===== config.mk =====
export PLATFORM = sky130hd
export DESIGN_NAME = irq_presenter
export DESIGN_NICKNAME = d
export VERILOG_FILES = /design/src/rtl/ipr_pkg.sv /design/src/rtl/ipr_rst_sync.sv /design/src/rtl/ipr_arbiter.sv /design/src/rtl/ipr_next.sv /design/src/rtl/ipr_state.sv /design/src/rtl/irq_presenter.sv
export SDC_FILE = /design/constraint.sdc
export NUM_CORES = 1
export LEC_CHECK = 0
export BUFFER_PORTS_ARGS = -buffer_cell sky130_fd_sc_hd__buf_2
export CORE_MARGIN = 2
export CORE_UTILIZATION = 50
export DETAILED_ROUTE_END_ITERATION = 8
export MAX_ROUTING_LAYER = met4
export PLACE_DENSITY = 0.73
export SYNTH_ARGS = -nofsm -noshare
export SYNTH_HDL_FRONTEND = slang
export SYNTH_SLANG_ARGS = --single-unit

===== constraint.sdc =====
create_clock -name clk -period 4.7 [get_ports clk]
set_clock_uncertainty 0.15 [all_clocks]
set_input_delay 0.94 -clock clk [delete_from_list [all_inputs] [get_ports clk]]
set_output_delay 0.94 -clock clk [all_outputs]
set_load 0.01 [all_outputs]

===== src/rtl/ipr_pkg.sv =====
package ipr_pkg;
  typedef enum logic [1:0] {
    OP_ACCEPT   = 2'd0,
    OP_SET_CPPR = 2'd1,
    OP_SET_MFRR = 2'd2,
    OP_EOI      = 2'd3
  } op_e;

  localparam int IPI_ID = 2;
endpackage


===== src/rtl/ipr_rst_sync.sv =====
module ipr_rst_sync (
  input  logic clk,
  input  logic rst_n,
  output logic rst_sync_n
);
  logic meta_q;

  always_ff @(posedge clk or negedge rst_n) begin
    if (!rst_n) begin
      meta_q     <= 1'b0;
      rst_sync_n <= 1'b0;
    end else begin
      meta_q     <= 1'b1;
      rst_sync_n <= meta_q;
    end
  end
endmodule


===== src/rtl/ipr_arbiter.sv =====
module ipr_arbiter (
  input  logic cmd_valid,
  input  logic offer_valid,
  output logic cmd_go,
  output logic off_go,
  output logic offer_ready
);
  always_comb begin
    cmd_go      = cmd_valid;
    off_go      = offer_valid && !cmd_valid;
    offer_ready = !cmd_valid;
  end
endmodule


===== src/rtl/ipr_next.sv =====
module ipr_next #(
  parameter int NUM_W = 24,
  parameter int PRI_W = 8,
  localparam int CMD_W = NUM_W + PRI_W
) (
  input  logic             cmd_go,
  input  logic [1:0]       cmd_op,
  input  logic [CMD_W-1:0] cmd_data,
  input  logic             off_go,
  input  logic [NUM_W-1:0] off_num,
  input  logic [PRI_W-1:0] off_pri,
  input  logic [PRI_W-1:0] cppr_q,
  input  logic [PRI_W-1:0] mfrr_q,
  input  logic [PRI_W-1:0] pend_q,
  input  logic [NUM_W-1:0] xisr_q,
  input  logic             nres_q,
  output logic [PRI_W-1:0] cppr_d,
  output logic [PRI_W-1:0] mfrr_d,
  output logic [PRI_W-1:0] pend_d,
  output logic [NUM_W-1:0] xisr_d,
  output logic             nres_d,
  output logic             rsp_v_d,
  output logic [CMD_W-1:0] rsp_xirr_d,
  output logic             rej_v_d,
  output logic [NUM_W-1:0] rej_num_d,
  output logic             resend_d,
  output logic             eoi_v_d,
  output logic [NUM_W-1:0] eoi_num_d,
  output logic             orsp_v_d,
  output logic             orsp_ok_d
);
  import ipr_pkg::*;

  localparam logic [NUM_W-1:0] IPI_NUM  = NUM_W'(IPI_ID);
  localparam logic [PRI_W-1:0] PRI_NONE = '1;

  op_e              op;
  logic [PRI_W-1:0] cmd_lo;
  logic [PRI_W-1:0] eoi_pri;
  logic [NUM_W-1:0] eoi_src;
  logic [PRI_W-1:0] down_val;
  logic             do_down;
  logic             ipi_on_down;
  logic             ipi_on_mfrr;
  logic             offer_wins;
  logic [NUM_W-1:0] displaced;

  always_comb begin
    op          = op_e'(cmd_op);
    cmd_lo      = cmd_data[PRI_W-1:0];
    eoi_pri     = cmd_data[CMD_W-1 -: PRI_W];
    eoi_src     = cmd_data[NUM_W-1:0];
    down_val    = (op == OP_EOI) ? eoi_pri : cmd_lo;
    do_down     = cmd_go && ((op == OP_EOI) ||
                             ((op == OP_SET_CPPR) && (cmd_lo > cppr_q)));
    ipi_on_down = (mfrr_q < down_val) && (mfrr_q <= pend_q);
    ipi_on_mfrr = (cmd_lo < cppr_q) && (cmd_lo <= pend_q);
    offer_wins  = (cppr_q > off_pri) && (mfrr_q > off_pri) && (pend_q > off_pri);
  end

  always_comb begin
    cppr_d     = cppr_q;
    mfrr_d     = mfrr_q;
    pend_d     = pend_q;
    xisr_d     = xisr_q;
    nres_d     = nres_q;
    rsp_v_d    = 1'b0;
    rsp_xirr_d = '0;
    resend_d   = 1'b0;
    eoi_v_d    = 1'b0;
    eoi_num_d  = '0;
    orsp_v_d   = 1'b0;
    orsp_ok_d  = 1'b0;
    displaced  = '0;

    if (do_down) begin
      cppr_d   = down_val;
      resend_d = nres_q;
      nres_d   = 1'b0;
      if (ipi_on_down) begin
        pend_d = mfrr_q;
        xisr_d = IPI_NUM;
      end
      if ((op == OP_EOI) && (eoi_src != IPI_NUM)) begin
        eoi_v_d   = 1'b1;
        eoi_num_d = eoi_src;
      end
    end else if (cmd_go) begin
      unique case (op)
        OP_ACCEPT: begin
          rsp_v_d    = 1'b1;
          rsp_xirr_d = {cppr_q, xisr_q};
          if (xisr_q != '0) begin
            cppr_d = pend_q;
            pend_d = PRI_NONE;
            xisr_d = '0;
          end
        end
        OP_SET_CPPR: begin
          if (cmd_lo < cppr_q) begin
            cppr_d = cmd_lo;
            if (cmd_lo <= pend_q) begin
              displaced = xisr_q;
              xisr_d    = '0;
              pend_d    = PRI_NONE;
            end
          end
        end
        OP_SET_MFRR: begin
          mfrr_d = cmd_lo;
          if (ipi_on_mfrr) begin
            displaced = xisr_q;
            pend_d    = cmd_lo;
            xisr_d    = IPI_NUM;
          end
          if (cmd_lo > mfrr_q) begin
            resend_d = nres_q;
            nres_d   = 1'b0;
          end
        end
        default: begin
        end
      endcase
    end else if (off_go) begin
      orsp_v_d = 1'b1;
      if (offer_wins) begin
        orsp_ok_d = 1'b1;
        displaced = xisr_q;
        xisr_d    = off_num;
        pend_d    = off_pri;
      end else begin
        nres_d = 1'b1;
      end
    end

    rej_v_d   = (displaced != '0) && (displaced != IPI_NUM);
    rej_num_d = rej_v_d ? displaced : '0;
  end
endmodule


===== src/rtl/ipr_state.sv =====
module ipr_state #(
  parameter int NUM_W = 24,
  parameter int PRI_W = 8,
  localparam int CMD_W = NUM_W + PRI_W
) (
  input  logic             clk,
  input  logic             rst_n,
  input  logic             upd_en,
  input  logic [PRI_W-1:0] cppr_d,
  input  logic [PRI_W-1:0] mfrr_d,
  input  logic [PRI_W-1:0] pend_d,
  input  logic [NUM_W-1:0] xisr_d,
  input  logic             nres_d,
  input  logic             rsp_v_d,
  input  logic [CMD_W-1:0] rsp_xirr_d,
  input  logic             rej_v_d,
  input  logic [NUM_W-1:0] rej_num_d,
  input  logic             resend_d,
  input  logic             eoi_v_d,
  input  logic [NUM_W-1:0] eoi_num_d,
  input  logic             orsp_v_d,
  input  logic             orsp_ok_d,
  output logic [PRI_W-1:0] cppr_q,
  output logic [PRI_W-1:0] mfrr_q,
  output logic [PRI_W-1:0] pend_q,
  output logic [NUM_W-1:0] xisr_q,
  output logic             nres_q,
  output logic             rsp_v_q,
  output logic [CMD_W-1:0] rsp_xirr_q,
  output logic             rej_v_q,
  output logic [NUM_W-1:0] rej_num_q,
  output logic             resend_q,
  output logic             eoi_v_q,
  output logic [NUM_W-1:0] eoi_num_q,
  output logic             orsp_v_q,
  output logic             orsp_ok_q
);
  // presenter state, written only on a granted command or offer
  always_ff @(posedge clk or negedge rst_n) begin
    if (!rst_n) begin
      cppr_q <= '0;
      mfrr_q <= '1;
      pend_q <= '1;
      xisr_q <= '0;
      nres_q <= 1'b0;
    end else if (upd_en) begin
      cppr_q <= cppr_d;
      mfrr_q <= mfrr_d;
      pend_q <= pend_d;
      xisr_q <= xisr_d;
      nres_q <= nres_d;
    end
  end

  // one-cycle event outputs
  always_ff @(posedge clk or negedge rst_n) begin
    if (!rst_n) begin
      rsp_v_q    <= 1'b0;
      rsp_xirr_q <= '0;
      rej_v_q    <= 1'b0;
      rej_num_q  <= '0;
      resend_q   <= 1'b0;
      eoi_v_q    <= 1'b0;
      eoi_num_q  <= '0;
      orsp_v_q   <= 1'b0;
      orsp_ok_q  <= 1'b0;
    end else begin
      rsp_v_q    <= rsp_v_d;
      rsp_xirr_q <= rsp_xirr_d;
      rej_v_q    <= rej_v_d;
      rej_num_q  <= rej_num_d;
      resend_q   <= resend_d;
      eoi_v_q    <= eoi_v_d;
      eoi_num_q  <= eoi_num_d;
      orsp_v_q   <= orsp_v_d;
      orsp_ok_q  <= orsp_ok_d;
    end
  end
endmodule


===== src/rtl/irq_presenter.sv =====
module irq_presenter #(
  parameter int NUM_W = 24,
  parameter int PRI_W = 8,
  localparam int CMD_W = NUM_W + PRI_W
) (
  input  logic             clk,
  input  logic             rst_n,
  input  logic             cmd_valid,
  input  logic [1:0]       cmd_op,
  input  logic [CMD_W-1:0] cmd_data,
  output logic             cmd_rsp_valid,
  output logic [CMD_W-1:0] cmd_rsp_xirr,
  input  logic             offer_valid,
  input  logic [NUM_W-1:0] offer_num,
  input  logic [PRI_W-1:0] offer_pri,
  output logic             offer_ready,
  output logic             offer_rsp_valid,
  output logic             offer_rsp_ok,
  output logic             reject_valid,
  output logic [NUM_W-1:0] reject_num,
  output logic             resend_req,
  output logic             eoi_valid,
  output logic [NUM_W-1:0] eoi_num,
  output logic             irq_out
);
  logic             rst_sync_n;
  logic             cmd_go, off_go;
  logic [PRI_W-1:0] cppr_q, mfrr_q, pend_q;
  logic [NUM_W-1:0] xisr_q;
  logic             nres_q;
  logic [PRI_W-1:0] cppr_d, mfrr_d, pend_d;
  logic [NUM_W-1:0] xisr_d;
  logic             nres_d;
  logic             rsp_v_d, rej_v_d, resend_d, eoi_v_d, orsp_v_d, orsp_ok_d;
  logic [CMD_W-1:0] rsp_xirr_d;
  logic [NUM_W-1:0] rej_num_d, eoi_num_d;

  ipr_rst_sync u_rst (
    .clk        (clk),
    .rst_n      (rst_n),
    .rst_sync_n (rst_sync_n)
  );

  ipr_arbiter u_arb (
    .cmd_valid   (cmd_valid),
    .offer_valid (offer_valid),
    .cmd_go      (cmd_go),
    .off_go      (off_go),
    .offer_ready (offer_ready)
  );

  ipr_next #(.NUM_W(NUM_W), .PRI_W(PRI_W)) u_next (
    .cmd_go     (cmd_go),
    .cmd_op     (cmd_op),
    .cmd_data   (cmd_data),
    .off_go     (off_go),
    .off_num    (offer_num),
    .off_pri    (offer_pri),
    .cppr_q     (cppr_q),
    .mfrr_q     (mfrr_q),
    .pend_q     (pend_q),
    .xisr_q     (xisr_q),
    .nres_q     (nres_q),
    .cppr_d     (cppr_d),
    .mfrr_d     (mfrr_d),
    .pend_d     (pend_d),
    .xisr_d     (xisr_d),
    .nres_d     (nres_d),
    .rsp_v_d    (rsp_v_d),
    .rsp_xirr_d (rsp_xirr_d),
    .rej_v_d    (rej_v_d),
    .rej_num_d  (rej_num_d),
    .resend_d   (resend_d),
    .eoi_v_d    (eoi_v_d),
    .eoi_num_d  (eoi_num_d),
    .orsp_v_d   (orsp_v_d),
    .orsp_ok_d  (orsp_ok_d)
  );

  ipr_state #(.NUM_W(NUM_W), .PRI_W(PRI_W)) u_state (
    .clk        (clk),
    .rst_n      (rst_sync_n),
    .upd_en     (cmd_go || off_go),
    .cppr_d     (cppr_d),
    .mfrr_d     (mfrr_d),
    .pend_d     (pend_d),
    .xisr_d     (xisr_d),
    .nres_d     (nres_d),
    .rsp_v_d    (rsp_v_d),
    .rsp_xirr_d (rsp_xirr_d),
    .rej_v_d    (rej_v_d),
    .rej_num_d  (rej_num_d),
    .resend_d   (resend_d),
    .eoi_v_d    (eoi_v_d),
    .eoi_num_d  (eoi_num_d),
    .orsp_v_d   (orsp_v_d),
    .orsp_ok_d  (orsp_ok_d),
    .cppr_q     (cppr_q),
    .mfrr_q     (mfrr_q),
    .pend_q     (pend_q),
    .xisr_q     (xisr_q),
    .nres_q     (nres_q),
    .rsp_v_q    (cmd_rsp_valid),
    .rsp_xirr_q (cmd_rsp_xirr),
    .rej_v_q    (reject_valid),
    .rej_num_q  (reject_num),
    .resend_q   (resend_req),
    .eoi_v_q    (eoi_valid),
    .eoi_num_q  (eoi_num),
    .orsp_v_q   (offer_rsp_valid),
    .orsp_ok_q  (offer_rsp_ok)
  );

  always_comb begin
    irq_out = (xisr_q != '0) && (pend_q < cppr_q);
  end
endmodule


==> impl_metrics.json, run 1 <==
{
  "run_status": "completed",
  "post-route-period-util": 0.7573,
  "critical_path_peak_fanout": 4,
  "tritoncts_num_sinks": 137,
  "maxSlewHeadroom": 0.3151,
  "min_period_ns": 3.559,
  "timing_worst_setup_path_type": "register to output port",
  "synth_seq_cells": 137,
  "pin_count": 158,
  "number_of_antenna_violations_at_the_first_check_in_global_routing": 0,
  "fillerInstances": 1083,
  "powerDensity_mw_per_mm2": 498.5,
  "drt_pass1_iterations": 5,
  "synth_area_per_cell_um2": 11.57,
  "synth_top_flop_cell": "dfrtp_1",
  "power.leakage_nw": 4.723,
  "timing.critical_path.from_type": "register",
  "grt_max_degree": 62,
  "swShare": 0.3452,
  "comb_power_frac": 0.318,
  "clock_path_buffers": 2,
  "vias_after_detailed_routing": 5394,
  "dieWidth_um": 121.5,
  "grt_setup_unrepaired": "false",
  "post-cts-setup-buffers": 0,
  "die-area_mm2": 0.01475,
  "layoutNonFillerInstCount": 945,
  "final-setup-viol-count": 0,
  "post_drt_wl_per_cell_um": 19.14,
  "ys_types": 59,
  "ys.warnings.count": 0,
  "footprint_of_the_multi_input_gates_mm2": 0.003197,
  "share_seq_of_total_power": 0.371,
  "cts.root.buffer_cell": "clkbuf_16",
  "start_util": 0.5168,
  "core_mm2": 0.01335,
  "cts_inserted_buffers": 17,
  "dp.cells": 913,
  "antenna_cells_inserted": 0,
  "cts.reportedPaths.clkPinSlew_ns": 0.06,
  "crit_path_end_kind": "output port",
  "ctsResizeCount": 0,
  "internal_power_mw": 2.757,
  "timing_max_transition_violations_final": 0,
  "placement.io_buffers": 157,
  "clock_power_share": 0.311,
  "grt_pass1_wl_um": 28340,
  "cts_hold_buf": 0,
  "syn-cell-area_mm2": 0.006898,
  "timing.hold.worst.class": "input port to asynchronous set/reset pin",
  "grt_overflow_total": 0,
  "worstPathRequired_ns": 3.61,
  "synth_top_cell_by_area": "dfrtp_1",
  "tightest_slew_ns": 1.023,
  "route.final.wire_length_um": 18090,
  "antenna_violating_nets_post_route": 0,
  "cts_tree": "done",
  "ys_top_cells_by_area": "dfrtp_1, ha_1, dfstp_2",
  "max_freq_mhz": 281.0,
  "synth-seq-area-share": 0.4999,
  "post_synth_edffs": 0,
  "power.net_switching_mw": 1.453,
  "dpl.hpwl_um": 13070,
  "synth_top_area_frac": 0.4390,
  "post_synth_inst_count": 596,
  "synthTopCellsByCount": "dfrtp_1, ha_1, and2_1",
  "synth_async_sr_flop_share": 1.000,
  "drt-initial-drc-count": 411,
  "first_global_vias": 5388,
  "htree_num_levels": 4,
  "worst-endpoint-arrival_ns": 2.47,
  "yosys.cell_count.top_type": "dfrtp_1",
  "vias_per_cell": 5.708,
  "clock_insertion_delay_worst_skew_ns": 0.43,
  "timing.max_cap.violations": 0,
  "setup_tns_ns": 0,
  "placementRows": 42,
  "final-hold-violation-count": 0,
  "grt_total_usage": 0.2606,
  "nets": 901,
  "vdd_ir_drop_max_mv": 0.2476,
  "drive_gt1_frac": 0.3017,
  "layout.area.seq_mm2": 0.003452,
  "syn-num-nets": 741,
  "gpl.final_weighted_congestion": 0.9722,
  "detail_route.drc_violations": 0,
  "layout-area-overhead-vs-synth_pct": 22.44,
  "chipHeight_um": 121.5
}
cell type report:
type | instances | share of cell area
multi-input combinational | 397 | 0.3785
clock inverter | 13 | 0.01719
tap | 176 | 0.02607
inverter | 38 | 0.01689
timing repair buffer | 165 | 0.1001
clock buffer | 19 | 0.05244
sequential | 137 | 0.4087
worst max-delay path, cell delays in order, from the launching register on:
cell and delay [ns]:
dfrtp_1 0.42, inv_1 0.10, ha_1 0.30, a21o_1 0.17
a21o_1 0.17, a21o_1 0.19, a21o_1 0.18, a211oi_1 0.22
o21a_1 0.17, buf_2 0.13
power by group through the flow:
stage                     sequential [mW]  combinational (mW)  clock (mW)
final                                1.56                1.34        1.31
after global placement               1.57                1.26           0
after global routing                 1.58                1.51        1.39
after CTS                            1.56                1.34        1.33
after detailed placement             1.58                1.32           0
after floorplan                      1.52               0.956           0
per-layer routing:
metal | up-vias | track usage | share of wire
met5 | - | - | 0
met4 | 0 | 0.07256 | 0.014
met3 | 21 | 0.04981 | 0.068
met2 | 222 | 0.4221 | 0.49
met1 | 2662 | 0.3376 | 0.43
li1 | 2489 | - | -
sequential cells by signal, summed over array words and instances, names as in the netlist, 8 cells and up:
register            count
u_state.eoi_num_q      24
u_state.cppr_q          8
u_state.rej_num_q      24
u_state.xisr_q         24
u_state.pend_q          8
u_state.rsp_xirr_q     32
u_state.mfrr_q          8
cells by family (layout without fill, tap and decap cells):
kind of cell,count (synthesis),after routing,share of synthesized area
mux,39,39,0.05786
buf+inv,62,235,0.03863
other cells,1,1,0.0005436
fa+ha+maj,75,75,0.1360
compound gates,123,123,0.1275
flops,137,137,0.4999
simple gates,159,159,0.1395
path summary, 6_finish.rpt:
check | from | to | slack, ns | depth (start not counted)
min | rst_n | u_rst.rst_sync_n | 0.14 | 1
min reg2reg | u_rst.meta_q | u_rst.rst_sync_n | 0.22 | 0
max | u_state.cppr_q[1] | irq_out | 1.14 | 9
max reg2reg | u_state.pend_q[7] | u_state.xisr_q[7] | 1.39 | 9
max in group asynchronous | u_rst.rst_sync_n | u_state.pend_q[1] | 3.12 | 1
min in group clk | u_rst.meta_q | u_rst.rst_sync_n | 0.22 | 0
cell usage in the layout (no fill, tap or decap), types with 8 or more instances in the layout:
| master | count |
|---|---|
| buf_2 | 157 |
| dfrtp_1 | 120 |
| ha_1 | 75 |
| and2_1 | 41 |
| and3_1 | 39 |
| inv_1 | 37 |
| mux2i_1 | 32 |
| a21oi_1 | 23 |
| o21ai_0 | 23 |
| a22o_1 | 23 |
| nand2_1 | 17 |
| clkbuf_16 | 17 |
| dfstp_2 | 16 |
| nor4_1 | 13 |
| nand4_1 | 13 |
| nor2b_1 | 10 |
| buf_4 | 8 |
through the flow:
step	util	instance area, um^2	setup WS (ns)	power [mW]	hold slack (ns)
floorplan	-	6898	0.4783	2.476	0.1812
global placement	0.5887	7858	0.9012	2.835	0.1870
detailed placement	0.5887	7858	0.7826	2.897	0.2096
CTS	0.6327	8446	1.102	4.224	0.1324
global route	0.6327	8446	0.9456	4.488	0.1329
finish	0.6327	8446	1.141	4.210	0.1395
Note: power is estimated with default switching activity, not from simulation.
==> inputs of run 2 (changes only) <==
--- a/config.mk
+++ b/config.mk
@@ -5,12 +5,13 @@
 export SDC_FILE = /design/constraint.sdc
 export NUM_CORES = 1
 export LEC_CHECK = 0
+export ABC_AREA = 1
 export BUFFER_PORTS_ARGS = -buffer_cell sky130_fd_sc_hd__buf_2
 export CORE_MARGIN = 2
 export CORE_UTILIZATION = 50
 export DETAILED_ROUTE_END_ITERATION = 8
 export MAX_ROUTING_LAYER = met4
-export PLACE_DENSITY = 0.73
+export PLACE_DENSITY = 0.75
 export SYNTH_ARGS = -nofsm -noshare
 export SYNTH_HDL_FRONTEND = slang
 export SYNTH_SLANG_ARGS = --single-unit
==> constraint.sdc (replaced) <==
create_clock -name clk -period 3 [get_ports clk]
set_clock_uncertainty 0.15 [all_clocks]
set_input_delay 0.6 -clock clk [delete_from_list [all_inputs] [get_ports clk]]
set_output_delay 0.6 -clock clk [all_outputs]
set_load 0.01 [all_outputs]
==> run 2 against run 1 <==
Cell count up 32%; first-iteration DRC count up 26%; via count up 20%; count of clock-buffer cells in the layout unchanged; worst setup slack worse by 0.96 ns; sequential cell count unchanged; non-clock buffer count up 15; combinational power up 47%; synthesized area up 7.7%; routed wire length up 6.3%; critical endpoint unchanged; largest power group unchanged.
==> impl_metrics.json, run 2 <==
{
  "hp-start": "u_rst.meta_q",
  "setup.reg_to_reg.worst_slack_ns": 0.35,
  "synth-seq-area-share": 0.4641,
  "dp.cells": 1216,
  "syn-cell-area_mm2": 0.007430,
  "post_dp_area_mm2": 0.008468,
  "cts_inserted_buffers": 17,
  "die-area_mm2": 0.01585,
  "cts.reportedPaths.clkPinSlew_ns": 0.06,
  "grt_max_degree": 50,
  "chipHeight_um": 125.9,
  "crit-reg2reg-launch": "u_state.mfrr_q[0]",
  "crit_path_max_incr_delay_ns": 0.58,
  "fillerInstances": 1283,
  "post_drt_wl_per_cell_um": 15.40,
  "design_area_mm2": 0.009090,
  "antenna_cells_inserted": 0,
  "timing.critical_path.from_type": "register",
  "vias_after_detailed_routing": 6451,
  "path_cells": "ha_1 > o21ai_0 > nand2_1 > a21o_1 > a21oi_1 > o311a_1 > buf_2",
  "core_mm2": 0.01453,
  "first_global_vias": 6191,
  "crit_path_end_kind": "output port",
  "timing.hold.worst.class": "register to register",
  "max_flop_register": "u_state.rsp_xirr_q",
  "post-place-ws_ns": -0.03984,
  "yosys.cell_count.top_type": "nand2_1",
  "synth_top_cell_by_area": "dfrtp_1",
  "power.total_mw": 6.678,
  "ctsResizeCount": 0,
  "synth_top_area_frac": 0.4075,
  "timing_max_transition_violations_final": 0,
  "synth_seq_cells": 137,
  "final-hold-violation-count": 0,
  "drt_pass1_iterations": 5,
  "route.final.wire_length_um": 19230,
  "final-setup-viol-count": 0,
  "number_of_antenna_violations_at_the_first_check_in_global_routing": 0,
  "worstPathRequired_ns": 2.25,
  "finish.utilization": 0.6254,
  "dpl.hpwl_um": 14240,
  "setup_ws_ns": 0.1761,
  "worst-endpoint-arrival_ns": 2.07,
  "detail_route.drc_violations": 0,
  "worstPathBufferInverterCount": 1,
  "layoutNonFillerInstCount": 1249,
  "clock_insertion_delay_worst_skew_ns": 0.43,
  "grt_setup_unrepaired": "false",
  "timing_worst_setup_path_type": "register to output port",
  "layout_common_cells": "nand2_1, buf_2, inv_1",
  "nets": 1197,
  "cell_family_with_the_largest_share_of_critical_path_delay": "compound AO/OA/AOI/OAI gates",
  "critical_path_peak_fanout": 4,
  "grt_overflow_total": 0,
  "timing.max_cap.violations": 0,
  "synthTopCellsByCount": "nand2_1, inv_1, dfrtp_1",
  "ys_top_cells_by_area": "dfrtp_1, ha_1, nand2_1",
  "placement.io_buffers": 157,
  "htree_num_levels": 4,
  "gpl.final_weighted_congestion": 0.9141,
  "ys.warnings.count": 0,
  "flip_flop_count_of_the_largest_register_after_layout": 32,
  "post_synth_inst_count": 881,
  "hold_end": "u_rst.rst_sync_n",
  "layout-area-overhead-vs-synth_pct": 22.35,
  "vdd_ir_drop_max_mv": 0.4420,
  "synth_async_sr_flop_share": 1.000,
  "pin_count": 158,
  "dieWidth_um": 125.9,
  "ys_types": 38,
  "clock_path_buffers": 2,
  "post-route-period-util": 0.9413,
  "drt-initial-drc-count": 519,
  "placementRows": 44,
  "worst-r2r-cell-count": 14,
  "min_period_ns": 2.824,
  "tritoncts_num_sinks": 137,
  "post_synth_edffs": 0,
  "grt_total_usage": 0.2556,
  "tightest_slew_ns": 0.6500,
  "powerDensity_mw_per_mm2": 734.6,
  "cts.root.buffer_cell": "clkbuf_16",
  "synth_top_flop_cell": "dfrtp_1",
  "layout.area.seq_mm2": 0.003452,
  "grt_pass1_wl_um": 30580,
  "syn-num-nets": 1026,
  "layout.cells.most_common": "nand2_1",
  "run_status": "completed",
  "power.leakage_nw": 5.412,
  "reg2reg_to": "u_state.xisr_q[9]",
  "footprint_of_the_multi_input_gates_mm2": 0.003262,
  "worst_path_max_delay_cell": "dfstp_2",
  "vias_per_cell": 5.165,
  "antenna_violating_nets_post_route": 0,
  "drive_gt1_frac": 0.2291,
  "cts_tree": "done",
  "start_util": 0.5112,
  "max_freq_mhz": 354.1,
  "synth_area_per_cell_um2": 8.433,
  "timing.hold.worst_path_depth": 0,
  "maxSlewHeadroom": 0.5667
}
run 2: layout make-up:
type	count	area share
Timing Repair Buffer	180	0.1085
Sequential cell	137	0.3798
Clock inverter	13	0.01858
Tap cell	184	0.02533
Inverter	146	0.06029
Multi-Input combinational cell	570	0.3588
Clock buffer	19	0.04873
run 2: per-stage QoR:
stage               TNS [ns]  hold WS (ns)
floorplan                  0        0.1544
global placement     -0.3624        0.1878
detailed placement   -0.4919        0.1873
CTS                        0        0.2015
global route               0        0.2173
finish                     0        0.1995
run 2: logic make-up after synthesis:
kind of cell,count (synthesis),share of synthesized area
and+or+nand+nor,388,0.2270
buffers and inverters,174,0.09717
DFF,137,0.4641
AOI/OAI and AO/OA,105,0.08353
adders and majority gates,75,0.1263
muxes,1,0.001347
other,1,0.0005047
run 2: worst max-delay path by stage:
stage / start / end / slack, ns / depth (start not counted)
CTS: u_state.pend_q[1] / irq_out / 0.16 / 7
floorplan: cmd_op[0] / u_state.xisr_q[2] / 0.25 / 15
global route: u_state.pend_q[1] / irq_out / 0.07 / 7
finish: u_state.pend_q[1] / irq_out / 0.18 / 7
global placement: cmd_op[0] / u_state.xisr_q[1] / -0.02 / 13
detailed placement: cmd_op[0] / u_state.xisr_q[9] / -0.04 / 13
run 2: per-layer routing:
metal  track usage  routed length [um]
met3       0.04673                1319
met2        0.3830                8701
met5             -                   0
met4        0.1060                 580
met1        0.3448                8630
run 2: power by group:
part / switching, mW / leakage (nW) / total (mW) / internal, mW
clock network: 0.839 / 0.292 / 2.18 / 1.34
registers: 0.356 / 1.81 / 2.52 / 2.17
logic: 1.20 / 3.31 / 1.97 / 0.778
run 2: timing repair:
| item | in CTS | in global routing |
|---|---|---|
| hold buffers | 1 | 0 |
| buffers inserted | 0 | 0 |
| endpoints found under the hold margin | 2 | 0 |
==> inputs of run 3 (changes only) <==
--- a/config.mk
+++ b/config.mk
@@ -7,8 +7,10 @@
 export LEC_CHECK = 0
 export ABC_AREA = 1
 export BUFFER_PORTS_ARGS = -buffer_cell sky130_fd_sc_hd__buf_2
+export CELL_PAD_IN_SITES_DETAIL_PLACEMENT = 1
+export CELL_PAD_IN_SITES_GLOBAL_PLACEMENT = 1
 export CORE_MARGIN = 2
-export CORE_UTILIZATION = 50
+export CORE_UTILIZATION = 37
 export DETAILED_ROUTE_END_ITERATION = 8
 export MAX_ROUTING_LAYER = met4
 export PLACE_DENSITY = 0.75
==> run 3 against run 2 <==
Largest cell class unchanged; routed wire length up 19%; fmax fell by 2.0%; highest routed layer unchanged; power is 2.2% higher.
==> impl_metrics.json, run 3 (synthesis results as in run 2) <==
{
  "post-place-ws_ns": -0.1299,
  "clock_insertion_delay_worst_skew_ns": 0.43,
  "post_dp_area_mm2": 0.008605,
  "cts.root.buffer_cell": "clkbuf_16",
  "number_of_antenna_violations_at_the_first_check_in_global_routing": 0,
  "cts_inserted_buffers": 17,
  "timing.hold.worst.class": "register to asynchronous set/reset pin",
  "timing_worst_setup_path_type": "register to output port",
  "powerDensity_mw_per_mm2": 737.8,
  "dpl.hpwl_um": 17700,
  "tritoncts_num_sinks": 137,
  "design_area_mm2": 0.009249,
  "holdWs_ns": 0.1887,
  "dieWidth_um": 145.7,
  "clock_path_buffers": 2,
  "worst_path_max_delay_cell": "dfstp_2",
  "setup_ws_ns": 0.1197,
  "timing_max_transition_violations_final": 0,
  "layout_common_cells": "nand2_1, buf_2, inv_1",
  "critical_path_peak_fanout": 4,
  "max_flop_register": "u_state.rsp_xirr_q",
  "nets": 1202,
  "grt_overflow_total": 0,
  "gpl.final_weighted_congestion": 0.8741,
  "timing.max_cap.violations": 0,
  "drive_gt1_frac": 0.2364,
  "grt_max_degree": 55,
  "crit_path_max_incr_delay_ns": 0.60,
  "detail_route.drc_violations": 0,
  "worst-endpoint-arrival_ns": 2.13,
  "layout-area-overhead-vs-synth_pct": 24.49,
  "pin_count": 158,
  "final-setup-viol-count": 0,
  "post_drt_wl_per_cell_um": 17.12,
  "antenna_violating_nets_post_route": 0,
  "placementRows": 51,
  "cts_tree": "done",
  "worstPathRequired_ns": 2.25,
  "placement.io_buffers": 157,
  "max_freq_mhz": 347.2,
  "vdd_ir_drop_max_mv": 0.3741,
  "grt_total_usage": 0.2273,
  "route.final.wire_length_um": 22860,
  "power.total_mw": 6.824,
  "final-hold-violation-count": 0,
  "power.leakage_nw": 5.427,
  "drt_pass1_iterations": 4,
  "first_global_vias": 6751,
  "antenna_cells_inserted": 0,
  "tightest_slew_ns": 0.6062,
  "layout.cells.most_common": "nand2_1",
  "run_status": "completed",
  "path_cells": "ha_1 > o21ai_0 > nand2_1 > a21o_1 > a21oi_2 > o311a_1 > buf_2",
  "finish.utilization": 0.4721,
  "min_period_ns": 2.880,
  "grt_setup_unrepaired": "false",
  "start_util": 0.3793,
  "fillerInstances": 2409,
  "flip_flop_count_of_the_largest_register_after_layout": 32,
  "timing.critical_path.from_type": "register",
  "htree_num_levels": 4,
  "die-area_mm2": 0.02123,
  "crit_path_end_kind": "output port",
  "chipHeight_um": 145.7,
  "maxSlewHeadroom": 0.5959,
  "cts.reportedPaths.clkPinSlew_ns": 0.07,
  "core_mm2": 0.01959,
  "post-route-period-util": 0.9601,
  "vias_after_detailed_routing": 6551,
  "grt_pass1_wl_um": 36710,
  "drt-initial-drc-count": 365,
  "vias_per_cell": 4.907
}
-- run 3: final timing paths --
check	start	slack (ns)	endpoint	depth (start not counted)
min in group clk	u_rst.meta_q	0.21	u_rst.rst_sync_n	0
worst max-delay path	u_state.pend_q[1]	0.12	irq_out	7
worst min-delay path	u_rst.rst_sync_n	0.19	u_state.rsp_xirr_q[8]	0
worst max register to register	u_state.cppr_q[7]	0.26	u_state.xisr_q[12]	15
worst min register to register	u_rst.rst_sync_n	0.19	u_state.rsp_xirr_q[8]	0
max in group asynchronous	u_rst.rst_sync_n	1.62	u_state.mfrr_q[4]	1
-- run 3: critical path, delay by kind of cell (launching register included) --
kind | cells | cell delay, ns
AOI/OAI and AO/OA | 4 | 0.62
adders and majority gates | 1 | 0.24
buffers and inverters | 1 | 0.14
DFF | 1 | 0.60
and+or+nand+nor | 1 | 0.09
-- run 3: report_power, final --
group	internal (mW)	switching, mW	leakage, nW	total [mW]
combinational	0.815	1.30	3.33	2.12
clock	1.19	0.960	0.289	2.15
sequential	2.17	0.390	1.81	2.56
total	4.17	2.65	5.43	6.82
-- run 3: stage by stage --
step           TNS, ns  instances
2_1_floorplan        0        881
3_3_place_gp   -0.7134       1300
3_5_place_dp    -3.363       1300
4_1_cts              0       1333
5_1_grt              0       1335
6_report             0       1335
-- run 3: cell type report --
cell class              instances  area, um^2  share of cell area
flip-flops and latches        137        3452              0.3732
multi-input cells             570        3277              0.3543
repair buffers                184        1028              0.1112
inverters                     146       551.8             0.05966
clock buffers                  17       425.4             0.04600
well taps                     265       331.6             0.03585
clock inverters                15       175.2             0.01894
repair inverters                1       7.507           0.0008117
-- run 3: routing by layer --
metal  part of all wire  routed length, um  track usage  up-vias
met5                  0                  0            -        -
met4              0.021                482      0.07059        0
met3              0.044                998      0.03448       34
met2               0.47              10720       0.3542      175
met1               0.47              10660       0.3067     3202
li1                   -                  -            -     3140
-- run 3: repair_timing --
action,in CTS,in global routing
hold endpoints to repair,2,0
resized for setup,0,7
endpoints found under the setup margin,0,24
buffers inserted,0,1
hold buffers,1,0
